`src/rtl/ilk_pkg.sv`:
```
package ilk_pkg;
  parameter int NUM_REGS = 16;
  parameter int REG_W    = $clog2(NUM_REGS);
  parameter int NUM_SRC  = 3;
  parameter int CNT_W    = 3;  // latencies up to 2**CNT_W-1
  parameter int TAG_W    = 8;

  typedef enum logic {
    OP_ALU  = 1'b0,
    OP_LMAC = 1'b1
  } opClass_e;

  // strobes from control to latency datapath
  typedef struct packed {
    logic             clear;
    logic             load;
    logic [REG_W-1:0] dest;
    logic [CNT_W-1:0] lat;
  } ilkStrobe_t;
endpackage

```
`src/rtl/ilk_latency.sv`:
```
module ilk_latency
  import ilk_pkg::*;
(
  input  logic                     clk,
  input  logic                     rstN,
  input  ilkStrobe_t               strobe,
  input  logic [NUM_SRC*REG_W-1:0] srcRegs,
  input  logic [NUM_SRC-1:0]       srcUse,
  input  logic [NUM_SRC-1:0]       srcLate,
  output logic                     srcBlocked
);
  logic [CNT_W-1:0] cntArr [NUM_REGS];

  for (genvar r = 0; r < NUM_REGS; r++) begin : g_reg
    logic [CNT_W-1:0] cntQ;
    always_ff @(posedge clk or negedge rstN) begin
      if (!rstN)                                      cntQ <= '0;
      else if (strobe.clear)                          cntQ <= '0;
      else if (strobe.load && strobe.dest == REG_W'(r)) cntQ <= strobe.lat;
      else if (cntQ != '0)                            cntQ <= cntQ - 1'b1;
    end
    assign cntArr[r] = cntQ;
  end

  // normal use ready at count <= 1, late use at count == 0
  always_comb begin
    srcBlocked = 1'b0;
    for (int j = 0; j < NUM_SRC; j++) begin
      logic [CNT_W-1:0] c;
      c = cntArr[srcRegs[j*REG_W +: REG_W]];
      if (srcUse[j]) begin
        if (srcLate[j]) srcBlocked = srcBlocked | (c != '0);
        else            srcBlocked = srcBlocked | (c > CNT_W'(1));
      end
    end
  end
endmodule

```
`src/rtl/ilk_ctrl.sv`:
```
module ilk_ctrl
  import ilk_pkg::*;
#(
  parameter int ALU_ISS = 1,
  parameter int SHR_ISS = 2,
  parameter int MAC_ISS = 2,
  parameter int ALU_RES = 1,
  parameter int SHR_RES = 2,
  parameter int MAC_RES = 5
) (
  input  logic             clk,
  input  logic             rstN,
  input  logic             flush,
  input  logic             inValid,
  input  logic             srcBlocked,
  input  opClass_e         opClass,
  input  logic             shiftReg,
  input  logic             destWe,
  input  logic [REG_W-1:0] dest,
  input  logic [TAG_W-1:0] tag,
  output logic             ready,
  output ilkStrobe_t       strobe,
  output logic             issuePulse,
  output logic [TAG_W-1:0] issueTag
);
  logic [CNT_W-1:0] occCnt;
  logic [CNT_W-1:0] issLat;
  logic [CNT_W-1:0] resLat;
  logic             accept;

  always_comb begin
    if (opClass == OP_LMAC) begin
      issLat = CNT_W'(MAC_ISS);
      resLat = CNT_W'(MAC_RES);
    end else if (shiftReg) begin
      issLat = CNT_W'(SHR_ISS);
      resLat = CNT_W'(SHR_RES);
    end else begin
      issLat = CNT_W'(ALU_ISS);
      resLat = CNT_W'(ALU_RES);
    end
  end

  assign ready  = !flush && (occCnt == '0) && !srcBlocked;
  assign accept = inValid && ready;

  always_comb begin
    strobe.clear = flush;
    strobe.load  = accept && destWe;
    strobe.dest  = dest;
    strobe.lat   = resLat;
  end

  always_ff @(posedge clk or negedge rstN) begin
    if (!rstN)          occCnt <= '0;
    else if (flush)     occCnt <= '0;
    else if (accept)    occCnt <= issLat - 1'b1;
    else if (occCnt != '0) occCnt <= occCnt - 1'b1;
  end

  always_ff @(posedge clk or negedge rstN) begin
    if (!rstN) begin
      issuePulse <= 1'b0;
      issueTag   <= '0;
    end else begin
      issuePulse <= accept;
      if (accept) issueTag <= tag;
    end
  end
endmodule

```
`src/rtl/issue_interlock.sv`:
```
module issue_interlock
  import ilk_pkg::*;
#(
  parameter int ALU_ISS = 1,
  parameter int SHR_ISS = 2,
  parameter int MAC_ISS = 2,
  parameter int ALU_RES = 1,
  parameter int SHR_RES = 2,
  parameter int MAC_RES = 5
) (
  input  logic                     clk,
  input  logic                     rstN,
  input  logic                     flush,
  input  logic                     inValid,
  output logic                     inReady,
  input  logic [TAG_W-1:0]         inTag,
  input  logic                     inOpClass,
  input  logic                     inShiftReg,
  input  logic                     inDestWe,
  input  logic [REG_W-1:0]         inDest,
  input  logic [NUM_SRC*REG_W-1:0] inSrc,
  input  logic [NUM_SRC-1:0]       inSrcUse,
  input  logic [NUM_SRC-1:0]       inSrcLate,
  output logic                     issuePulse,
  output logic [TAG_W-1:0]         issueTag
);
  ilkStrobe_t strobe;
  logic       srcBlocked;

  ilk_ctrl #(
    .ALU_ISS(ALU_ISS), .SHR_ISS(SHR_ISS), .MAC_ISS(MAC_ISS),
    .ALU_RES(ALU_RES), .SHR_RES(SHR_RES), .MAC_RES(MAC_RES)
  ) u_ctrl (
    .clk        (clk),
    .rstN       (rstN),
    .flush      (flush),
    .inValid    (inValid),
    .srcBlocked (srcBlocked),
    .opClass    (opClass_e'(inOpClass)),
    .shiftReg   (inShiftReg),
    .destWe     (inDestWe),
    .dest       (inDest),
    .tag        (inTag),
    .ready      (inReady),
    .strobe     (strobe),
    .issuePulse (issuePulse),
    .issueTag   (issueTag)
  );

  ilk_latency u_lat (
    .clk        (clk),
    .rstN       (rstN),
    .strobe     (strobe),
    .srcRegs    (inSrc),
    .srcUse     (inSrcUse),
    .srcLate    (inSrcLate),
    .srcBlocked (srcBlocked)
  );
endmodule

```
`config.mk`:
```
export PLATFORM = sky130hd
export DESIGN_NAME = issue_interlock
export DESIGN_NICKNAME = d
export VERILOG_FILES = /design/src/rtl/ilk_pkg.sv /design/src/rtl/ilk_latency.sv /design/src/rtl/ilk_ctrl.sv /design/src/rtl/issue_interlock.sv
export SDC_FILE = /design/constraint.sdc
export NUM_CORES = 1
export LEC_CHECK = 0
export ABC_AREA = 0
export BUFFER_PORTS_ARGS = -buffer_cell sky130_fd_sc_hd__buf_2
export CAP_MARGIN = 5
export CORE_AREA = 10 10 119 121
export CTS_CLUSTER_SIZE = 8
export DETAILED_ROUTE_END_ITERATION = 8
export DIE_AREA = 0 0 129 131
export GPL_ROUTABILITY_DRIVEN = 0
export PLACE_DENSITY = 0.54
export SYNTH_ARGS = -nofsm -noshare
export SYNTH_HDL_FRONTEND = slang
export SYNTH_HIERARCHICAL = 1
export SYNTH_SLANG_ARGS = --single-unit
```
`constraint.sdc`:
```
create_clock -name clk -period 5.1 [get_ports clk]
set_clock_uncertainty 0.1 [all_clocks]
set_input_delay 0.255 -clock clk [delete_from_list [all_inputs] [get_ports clk]]
set_output_delay 0.255 -clock clk [all_outputs]
set_load 0.02 [all_outputs]
```
==> impl_results.md <==
- Status: finished with violations
- Violated checks: negative hold slack
- Clk_lat worst skew: 0.34 ns
- Hold_ws: -0.01223 ns
- Fin area: just over 5000 µm²
- Synth Area in XOR/XNOR: 0.03317
- Row cnt: 40
- Area added between synthesis and finish: 13.10%
- IO Port Bufs: 46
- Buf/Inv on CP: 1
- Via Count: 3808
- Simple-gate share of the synthesized area: 0.1681
- Worst hold path type: input pin to asynchronous set/reset pin
- Ant. Diodes: 0
- Die H: 131 µm
- Chip width: approximately 130 µm
- Critical Path Start Type: register
- Root buffer cell: clkbuf_16
- Distinct cells, synth: between 40 and 50
- Share of cells above drive strength 1: 0.1625
- Total power: just over 3 mW
- Clock slew at reported path FFs: about 0.060 ns
- Static Leakage: between 2 and 2.5 nW
- Setup-failing EPs final: 0
- Largest family of logic cells by synthesized area: simple AND/OR/NAND/NOR gates
- CP max FO: 9
- Share of the synthesized area in the top cell type: 0.3344
- Clock tree buffer depth: 2
- WP data required: ~5.2 ns
- CP most frequent cell: nor2_1
- CP cell instances: mux4_2 -> a221o_1 -> a221oi_2 -> nand4_1 -> nand2b_1 -> or2_1 -> inv_2 -> and2_1 -> nor3b_1 -> nor2b_1 -> nor2_1 -> a21oi_1 -> nor2_1
- Multi-input gate area: 2644 µm²
- Clock power share: 0.202
- Area leader, netlist: dfrtp_1
- Initial DRC Count: between 200 and 300
- Post-Syn Instances: 516
- Syn nets: between 500 and 600
- Die area: 16900 µm²
- F_max: around 230 MHz
- Total grt overflow: 0
- Vias in the first global route: between 3000 and 4000
- # clock sinks: 60
- Avg WL per Cell: roughly 17 µm
- Yosys warns: 6
- Slowest stage delay, CP: about 0.66 ns
- Leading post-synthesis cells by cell area: dfrtp_1 (33%), ha_1 (9.2%), nor2_1 (7.0%)
- Register area: 1501 µm²
- Setup TNS: 0 ns
- Sw Pwr: 1.249 mW
- Number of buffers created by CTS: 9
- Routed wire length: about 12000 µm
- Mapped Area: ~4500 µm²
- Placed Instances: between 600 and 700
- Initial antenna violation count: 0
- P per Cell Area: roughly 600 nW/µm²
- DR DRC count: 0
- Largest net degree at the start of global routing: between 60 and 70
- Total track usage: 0.1464
- DP HPWL: ~8700 µm
- Fin. Hold Viols: 15
- Adder-cell share of the synthesized area: 0.09197
- CP arrival: between 4 and 5 ns
- Final Critical Period: roughly 4.4 ns
- Fill cell count: 1199
- RSZ-0062 raised after global routing: no
- Crit path capture type: register
- Final std cells w/o fill: roughly 700
- Comb power frac: 0.505
- CTS tree: built
- Pre-antenna DRT Iters: 4
- Postcts setup bufs: 0
- Worst slew pin tran: 0.9842 ns
- First-pass GRT wire length: approximately 19000 µm
- Io pins: 47
- Initial core utilization: 0.3801
- Number of max-cap violations: 0
- #FFs+latches synth: 60
- Core box area: ~12000 µm²
- Tcrit/Tclk final: 0.8598
- Avg Cell Area, Syn: about 8.7 µm²
- Switching share of total power: 0.4098
- Slew HR: 0.3439
- H-Tree Depth: 3
- Top_reg_cell synth: dfrtp_1
- Worst path slowest cell: nor3b_1
- Post-synth EDFFs: 0
- Final Max Slew Viols: 0
- Post-synthesis sequential area ratio: 0.3344
- Cts repair resizes: 0
- DRT antenna net count: 0
- Asr flop ratio synth: 1.000
- Vias per cell: roughly 5.4
- Cell family with the largest share of critical-path delay: simple AND/OR/NAND/NOR gates
- Nets: roughly 620
- P_int: approximately 1.8 mW
- Setup CP Type: register to register
- VDD IR-drop max: between 0.2 and 0.3 mV
- Leading cell type in the layout, fill and taps excluded: nor2_1
- Placed cell area: around 4800 µm²
- Mux contribution to synthesized area: 0.1391
- Synth Area in Compound Gates: 0.1566
- Hold buffer count at CTS: 0
- Seq pwr share: 0.293
- Most frequent cells in the layout: nor2_1 (84), dfrtp_1 (60), inv_1 (52), buf_2 (46), a21oi_1 (43)
==> stage by stage <==
| stage | util | worst slack [ns] |
|---|---|---|
| floorplan | - | 1.510 |
| global placement | 0.4041 | 0.6901 |
| detailed placement | 0.4041 | 0.5769 |
| CTS | 0.4299 | 0.7302 |
| global route | 0.4299 | 0.3376 |
| finish | 0.4299 | 0.7152 |
==> sequential cells by signal (all words and copies together) (netlist names) <==
register	flops
u_lat/g.cntQ	48
u_ctrl/issueTag	8
u_ctrl/occCnt	3
u_ctrl/issuePulse	1
==> layer usage <==
metal	vias up	wire, µm	track usage
met5	-	0	0
met4	0	95	0.05284
met3	11	1068	0.04633
met2	118	5095	0.2139
met1	1817	5641	0.1984
li1	1862	-	-
==> final timing paths <==
| check | cells after the start | endpoint | startpoint | slack, ns |
|---|---|---|---|---|
| worst max-delay path | 13 | u_lat/g_reg[6].cntQ[2]$_DFFE_PN0P_ | u_lat/g_reg[2].cntQ[0]$_DFFE_PN0P_ | 0.72 |
| worst min-delay path | 2 | u_lat/g_reg[10].cntQ[1]$_DFFE_PN0P_ | rstN | -0.01 |
| worst max register to register | 13 | u_lat/g_reg[6].cntQ[2]$_DFFE_PN0P_ | u_lat/g_reg[2].cntQ[0]$_DFFE_PN0P_ | 0.72 |
| worst min register to register | 1 | u_ctrl/occCnt[0]$_DFFE_PN0P_ | u_ctrl/occCnt[0]$_DFFE_PN0P_ | 0.40 |
| max in group asynchronous | 2 | u_lat/g_reg[2].cntQ[1]$_DFFE_PN0P_ | rstN | 4.39 |
| min in group clk | 2 | u_ctrl/issueTag[2]$_DFFE_PN0N_ | inTag[2] | 0.04 |
==> power groups by stage <==
| stage | Sequential (mW) | Combinational [mW] | Clock (mW) |
|---|---|---|---|
| 6_report | 0.892 | 1.54 | 0.617 |
| 3_3_place_gp | 0.894 | 1.50 | 0 |
| 4_1_cts | 0.890 | 1.55 | 0.633 |
| 3_5_place_dp | 0.894 | 1.54 | 0 |
| 5_1_grt | 0.923 | 1.78 | 0.657 |
| 2_1_floorplan | 0.862 | 1.21 | 0 |
==> cell usage after synthesis, types with 2 or more instances <==
library cell and count:
a2111oi_0 2, a211oi_1 16, a21oi_1 43, a221oi_2 2, a22oi_1 2, a311oi_1 3, buf_2 5, buf_4 7
buf_6 2, clkbuf_1 12, dfrtp_1 60, ha_1 33, inv_1 52, mux2_4 8, mux2i_1 20, mux4_2 13
nand2_1 42, nand2b_1 7, nand3_1 6, nand3b_1 4, nor2_1 84, nor2b_1 3, nor3_1 13, nor3b_1 5
o2111ai_1 2, o21ai_0 31, o311ai_0 2, or3_1 2, xnor2_1 12, xor2_1 5
==> cell families after synthesis <==
family	after synthesis
flip-flops	60
AND/OR/NAND/NOR	172
multiplexers	42
AO/OA/AOI/OAI	113
adder cells (fa/ha/maj)	33
buffers and inverters	79
XOR/XNOR	17
==> layout make-up <==
class,instances,share of cell area
clock inverter,5,0.01207
tap,147,0.03622
inverter,53,0.03918
timing repair buffer,48,0.04830
clock buffer,11,0.04781
multi-input combinational,377,0.5207
sequential,60,0.2957
Note: power is estimated with default switching activity, not from simulation.
